File: src/rtl/nest_intc.sv
module nest_intc #(
  parameter int N  = 64,
  parameter int LW = 3
) (
  input  logic              clk,
  input  logic              rst_n,
  input  logic [N-1:0]      irq_req,
  input  logic [N-1:0]      irq_en,
  input  logic [N*LW-1:0]   irq_lvl,
  input  logic              ack,
  input  logic [$clog2(N)-1:0] ack_ch,
  input  logic              eos,
  output logic              fiq_o,
  output logic              irq_o,
  output logic              win_vld,
  output logic [$clog2(N)-1:0] win_ch,
  output logic [LW-1:0]     win_lvl
);
  localparam int CW    = $clog2(N);
  localparam int DEPTH = 1 << LW;
  localparam int PW    = $clog2(DEPTH);
  localparam int SPW   = $clog2(DEPTH + 1);

  logic [LW-1:0]  stk [DEPTH];
  logic [SPW-1:0] sp;
  logic [PW-1:0]  tidx, pidx;
  logic [LW:0]    lim;
  logic           nb_v;
  logic [CW-1:0]  nb_c;
  logic [LW-1:0]  nb_l, cur;
  logic           push, pop;

  assign tidx = PW'(sp - 1'b1);
  assign pidx = PW'(sp);
  assign lim  = (sp == '0) ? (LW+1)'(DEPTH) : {1'b0, stk[tidx]};

  always_comb begin
    nb_v = 1'b0;
    nb_c = '0;
    nb_l = '0;
    for (int i = 0; i < N; i++) begin
      cur = irq_lvl[i*LW +: LW];
      if (irq_req[i] && irq_en[i] && ({1'b0, cur} < lim) && (!nb_v || cur < nb_l)) begin
        nb_v = 1'b1;
        nb_c = CW'(i);
        nb_l = cur;
      end
    end
  end

  assign pop  = eos && (sp != '0);
  assign push = ack && win_vld && (ack_ch == win_ch) && ((sp != SPW'(DEPTH)) || pop);

  always_ff @(posedge clk) begin
    if (!rst_n) begin
      win_vld <= 1'b0;
      win_ch  <= '0;
      win_lvl <= '0;
      sp      <= '0;
    end else begin
      win_vld <= nb_v;
      win_ch  <= nb_c;
      win_lvl <= nb_l;
      sp      <= sp + SPW'(push) - SPW'(pop);
    end
  end

  always_ff @(posedge clk) begin
    if (rst_n && push) begin
      if (pop) stk[tidx] <= win_lvl;
      else     stk[pidx] <= win_lvl;
    end
  end

  assign fiq_o = win_vld && (win_lvl == '0);
  assign irq_o = win_vld && (win_lvl != '0);
endmodule


File: config.mk
export PLATFORM = sky130hd
export DESIGN_NAME = nest_intc
export DESIGN_NICKNAME = d
export VERILOG_FILES = /design/src/rtl/nest_intc.sv
export SDC_FILE = /design/constraint.sdc
export NUM_CORES = 1
export LEC_CHECK = 0
export ABC_AREA = 1
export BUFFER_PORTS_ARGS = -buffer_cell sky130_fd_sc_hd__buf_2
export CAP_MARGIN = 20
export CORE_UTILIZATION = 52
export DETAILED_ROUTE_END_ITERATION = 8
export GPL_ROUTABILITY_DRIVEN = 0
export PLACE_DENSITY_LB_ADDON = 0.05
export REMOVE_ABC_BUFFERS = 1
export SLEW_MARGIN = 20
export SYNTH_ARGS = -nofsm -noshare
export SYNTH_HDL_FRONTEND = slang
export SYNTH_SLANG_ARGS = --single-unit
File: constraint.sdc
create_clock -name clk -period 60.3 [get_ports clk]
set_input_delay 6.03 -clock clk [delete_from_list [all_inputs] [get_ports clk]]
set_output_delay 6.03 -clock clk [all_outputs]
set_load 0.01 [all_outputs]
[Word-level counts from Yosys, hierarchy flattened]
Memories as Yosys holds them, arrays and structs flattened.
Index checks and enable logic that the tools add are counted.
Storage, ports and cells
  output and inout bits: 12
  register bits after elaboration: 14
  memories: 1
  memory bits (writable): 24
  logic and storage cells: 668
Memories
  stk: depth 8, bits a word 3, rd ports 1, clocked after memory_dff 0, write ports 1, RTL line 24  | logic [LW-1:0] stk [DEPTH];
Cells by class
  multiplexer cells: 201
  order comparisons: 127
  reductions and logical operators: 330
  add/subtract/negate cells: 3
  equality and inequality tests: 2
Operators by type and width (count)
  6-bit 2-to-1 mux: 62
  3-bit by 4-bit less-than comparator with 1-bit output: 64
  1-bit logical AND: 198
  3-bit 2-to-1 mux: 66
  3-bit less-than comparator: 63
  1-bit 2-to-1 mux: 72
  1-bit logical OR: 64
  1-bit logical NOT: 63
  6-bit == test: 1
  4-bit by 1-bit adder with 4-bit output: 1
  4-bit logical NOT: 1
  4-bit 2-to-1 mux: 1
  4-bit inequality test (second input constant): 1
  4-bit nonzero test: 1
  4-bit by 1-bit subtractor with 4-bit output: 1
  3-bit logical NOT: 1
  3-bit nonzero test: 1
  3-bit OR reduction: 1
  3-bit by 1-bit subtractor with 3-bit output (second input constant): 1

[Depth between registers and ports, before layout]
An unclocked memory read counts as a cell.
  depth after elaboration: 258
  depth in mapped cells: 598
  gate-level depth less buffers: 595

[Least setup slack after synthesis]
Ideal clock, no wire load.
  kind: input to register
  from: input port irq_lvl[2]
  to: register win_lvl[0]
  stages on the path: 523
  required time: 60.185 ns
  library setup time: 0.115 ns
  slack: 1.277 ns
  arrival: 58.908 ns
  buffers on the path: 2
  cell sequence: ha_1 nand2_1 inv_2 nand2_1 nand2_1 inv_1 nand2_1 ha_1 a21oi_1 nand2_2 nand2_1 nand2_2 o21ai_0 ha_1 a21oi_1 nand2_1 nand2_2 nand2_4 (+487 left out) nand2_1 nand2_2 nand2_4 nand2_1 o21ai_2 ha_1 a21oi_1 nand2_1 nand2_2 nand2_4 o21ai_0 ha_1 a21oi_1 nand2_2 nand2_4 nand3_1 nand2_1 nor2_1
Between the ends
  word-level cells in the longest chain between the ends: 255
  elaborated cells between the ends (all ways): 381
RTL lines
  start: declaration: RTL line 9  | input logic [N*LW-1:0] irq_lvl,
  3-bit by 4-bit less-than comparator with 1-bit output: RTL line 43  | if (irq_req[i] && irq_en[i] && ({1'b0, cur} < lim) && (!nb_v || cur < nb_l)) begin
  1-bit logical AND: RTL line 43
  3-bit 2-to-1 mux / 1-bit 2-to-1 mux (equally long branches): RTL line 43
  3-bit less-than comparator / 1-bit logical NOT (equally long branches): RTL line 43
  1-bit logical OR: RTL line 43
  1-bit logical AND: RTL line 43
  3-bit 2-to-1 mux / 1-bit 2-to-1 mux (equally long branches): RTL line 43
  3-bit less-than comparator / 1-bit logical NOT (equally long branches): RTL line 43
  (+239 left out)
  3-bit less-than comparator / 1-bit logical NOT (equally long branches): RTL line 43
  1-bit logical OR: RTL line 43
  1-bit logical AND: RTL line 43
  3-bit 2-to-1 mux / 1-bit 2-to-1 mux (equally long branches): RTL line 43
  3-bit less-than comparator / 1-bit logical NOT (equally long branches): RTL line 43
  1-bit logical OR: RTL line 43
  1-bit logical AND: RTL line 43
  3-bit 2-to-1 mux *: RTL line 43
  end signal: assignment: RTL line 63  | win_lvl <= nb_l;
  end: declaration: RTL line 17  | output logic [LW-1:0] win_lvl
Mark *: on every way between the ends. The rest lies on a longest branch, timed or not.
A chain may end at the register's enable or synchronous reset.

[Final worst setup path]
  from: input port irq_lvl[1]
  to: register win_ch[4]
Between the ends
  word-level cells in the longest chain between the ends: 255
  elaborated cells between the ends (all ways): 441
RTL lines
  3-bit by 4-bit less-than comparator with 1-bit output: RTL line 43
  1-bit logical AND: RTL line 43
  3-bit 2-to-1 mux / 1-bit 2-to-1 mux (equally long branches): RTL line 43
  3-bit less-than comparator / 1-bit logical NOT (equally long branches): RTL line 43
  1-bit logical OR: RTL line 43
  1-bit logical AND: RTL line 43
  3-bit 2-to-1 mux / 1-bit 2-to-1 mux (equally long branches): RTL line 43
  3-bit less-than comparator / 1-bit logical NOT (equally long branches): RTL line 43
  (+239 left out)
  3-bit less-than comparator / 1-bit logical NOT (equally long branches): RTL line 43
  1-bit logical OR: RTL line 43
  1-bit logical AND: RTL line 43
  3-bit 2-to-1 mux / 1-bit 2-to-1 mux (equally long branches): RTL line 43
  3-bit less-than comparator / 1-bit logical NOT (equally long branches): RTL line 43
  1-bit logical OR: RTL line 43
  1-bit logical AND: RTL line 43
  6-bit 2-to-1 mux *: RTL line 43
  end signal: assignment: RTL line 62  | win_ch <= nb_c;
  end: declaration: RTL line 16  | output logic [$clog2(N)-1:0] win_ch,
Marked as above.

==> results.md <==
- Synth top area cells: ha_1 (18%), nand2_1 (18%), inv_1 (11%)
- Critical Path RT: ~61000 ps
- Initial drt markers: roughly 1100
- CP Launch Type: input port
- CP max FO: 7
- CTS Buf Count: 5
- Remaining DRCs: 0
- Setup CP Type: in2reg
- Seq cells post-synth: 38
- Clk sinks: 38
- Port buffer count: 341
- Pre-antenna DRT Iters: 5
- GRT Residual Overflow: 0
- Worst-Margin Slew: 685 ps
- Synth area leader: ha_1
- Outcome: complete, no violations
- Register area share after synthesis: between 6 and 7%
- Max-Cap Viols: 0
- Total GRT Usage: a little under a third
- Via Count: 18300
- Critical Path Sink Type: flip-flop
- Final Hold Fails: 0
- Number of synthesized flops with an enable pin: 24
- Hold Buf Count CTS: 0
- First-pass GRT wire length: roughly 74000 µm
- Reg2reg setup slack: between 6000 and 7000 ps
- Reg2reg path depth: roughly 560
- Top-area cell type share of the netlist area: approximately 18%
- Met3 usage in global routing: approximately 3.8%
- Met2 global-route usage: 56.3%
- Slowest-stage cell, CP: ha_1
- Critical Path Start: irq_lvl[1]
- Met1 usage: 38.4%
- Die area: about 28000 µm²
- Row cnt: 60
- Antenna Nets Post-Route: 0
- Initial antenna violation count: 17
- Worst-skew pair later-pin latency: 270 ps
- Worst path max stage delay: ~320 ps
- Setup violators final: 0
- Die Y: around 170 µm
- Drt wl/cell: 13.3 µm
- Initial Utilization: ~53%
- Root Buffer: clkbuf_16
- Most crowded layer after global routing: met2
- Post-Synthesis Cells: 2462
- Final Max Slew Viols: 0
- CTS tree: built
- I/O pins: about 340
- Min Tclk post-route: about 57000 ps
- Vias in the first global route: around 17000
- CP endpoint: win_ch[4]
- Main synth FF type: edfxtp_1
- Fin crit share: approximately 95%
- Pin count of the biggest net entering global routing: 42
- Total Routed Length: 47400 µm
- Final Util: 77.2%
- Post-synth ARST share: 0%
- Fin area: approximately 21000 µm²
- Die width: roughly 170 µm
- Synth unique cells: between 50 and 60
- Yosys warns: 0
- Worst r2r dst: win_ch[4]
- Vias per cell: approximately 5
- CP arrival: between 50000 and 60000 ps
- Fillcell total: roughly 2200
- Dpl hpwl: roughly 37000 µm
- Synth-to-Final Area Change: 45.3%
- Worst slew margin: between 50% and 60%
- Synthesized area: between 10000 and 15000 µm²
- Area after DPL: 18900 µm²
- Max Buffers Root-to-Sink: 2
- HP Class: reg2reg
- Fmax: ~18 MHz
- Most frequent CP cell: nand2_2
- R2R Path Start: sp[0]
- Layout Cells excl Fill: 3551
- Final net count: between 3000 and 4000
- DP Cell Count: 3465
- Ratio of cells with drive above 1 in the final layout: around two fifths
- Clk slew on worst S/H paths: about 50 ps
- Core area: 27000 µm²
- Worst Skew: 2.26 ps
- CTS H-tree lvls: 2
- Syn Area/Cell: around 5.8 µm²
## critical path, delay by kind of cell
| family | cells | cell delay, ps |
|---|---|---|
| fa+ha+maj | 64 | 16800 |
| buf+inv | 78 | 3750 |
| simple gates | 357 | 23570 |
| compound gates | 65 | 7010 |
## sequential cells by signal (all words and copies together) (netlist names)
name / flops
win_lvl: 3
stk: 24
win_ch: 6
sp: 4
win_vld: 1
## cell families after synthesis
logic type | after synthesis | share of synthesized area (%)
compound gates | 347 | 14.7
xor+xnor | 9 | 0.602
fa+ha+maj | 207 | 18.1
buf+inv | 497 | 13.6
flops | 38 | 6.97
simple gates | 1364 | 45.9
## layer usage
metal	routed length (µm)	vias up	share of wire, %
li1	-	9418	-
met1	20000	8195	42
met2	23500	576	50
met3	2660	101	5.6
met4	1210	6	2.5
met5	41	-	0.087
## cells in the mapped netlist, types with 3 or more instances
master,n
o211a_1,55
clkinv_1,54
inv_2,9
o21ai_0,156
nand3_2,6
nor4_1,4
o21ai_2,3
nand3_1,302
inv_1,413
nor2_1,161
nand4_1,7
nand2_4,100
a21oi_2,7
nor3_1,4
nand2_2,89
o21ai_1,5
edfxtp_1,24
or2_2,5
buf_6,5
nand2_1,679
ha_1,206
xor2_1,6
clkbuf_1,5
o211ai_1,4
dfxtp_1,14
a21oi_1,100
## cells in the final DEF, fill, tap and decap left out, types with 5 or more instances in the layout
master,Yosys,routed
a21oi_1,100,93
a21oi_2,7,13
buf_2,2,341
buf_4,2,399
buf_6,5,5
clkbuf_16,0,5
clkinv_1,54,26
dfxtp_1,14,14
diode_2,0,12
edfxtp_1,24,24
ha_1,206,180
ha_4,0,26
inv_1,413,400
inv_2,9,44
inv_4,0,6
nand2_1,679,566
nand2_2,89,166
nand2_4,100,135
nand3_1,302,299
nand3_2,6,9
nand4_1,7,7
nor2_1,161,158
o211a_1,55,55
o21ai_0,156,94
o21ai_1,5,7
o21ai_2,3,39
o21ai_4,0,24
or2_2,5,5
xor2_1,6,6
## stage by stage
step	hold WS [ps]	setup TNS, ps	setup WS, ps
detailed placement	606	-32250	-3600
finish	620	0	3170
global placement	572	-16520	-1850
global route	641	-8150	-934
CTS	623	0	43.7
floorplan	558	0	1320
## area by class of cell
type / count / area [µm²] / area share, %
Multi-Input combinational cell: 1927 / 12700 / 60.7
Timing Repair Buffer: 745 / 4760 / 22.8
Inverter: 480 / 1840 / 8.81
Sequential cell: 38 / 1000 / 4.80
Tap cell: 341 / 427 / 2.05
Clock buffer: 8 / 146 / 0.702
Antenna cell: 12 / 30.0 / 0.144
## how the worst min path moves through the flow
| stage | cells after the start | startpoint | slack (ps) | end |
|---|---|---|---|---|
| after global routing | 0 | win_lvl[1] | 640 | stk[3][1] |
| final | 3 | sp[3] | 620 | sp[3] |
| after detailed placement | 3 | sp[3] | 610 | sp[3] |
| after floorplan | 3 | sp[3] | 560 | sp[3] |
| after global placement | 3 | sp[3] | 570 | sp[3] |
| after CTS | 3 | sp[3] | 620 | sp[3] |
## repair_timing
action	4_1_cts	5_1_grt
buffers inserted	0	66
setup endpoints to repair	9	9
pin swaps	0	277
resized for setup	42	347
Power is not shown: default switching activity piles up to over one toggle a cycle in this logic, so the estimate is an artifact.
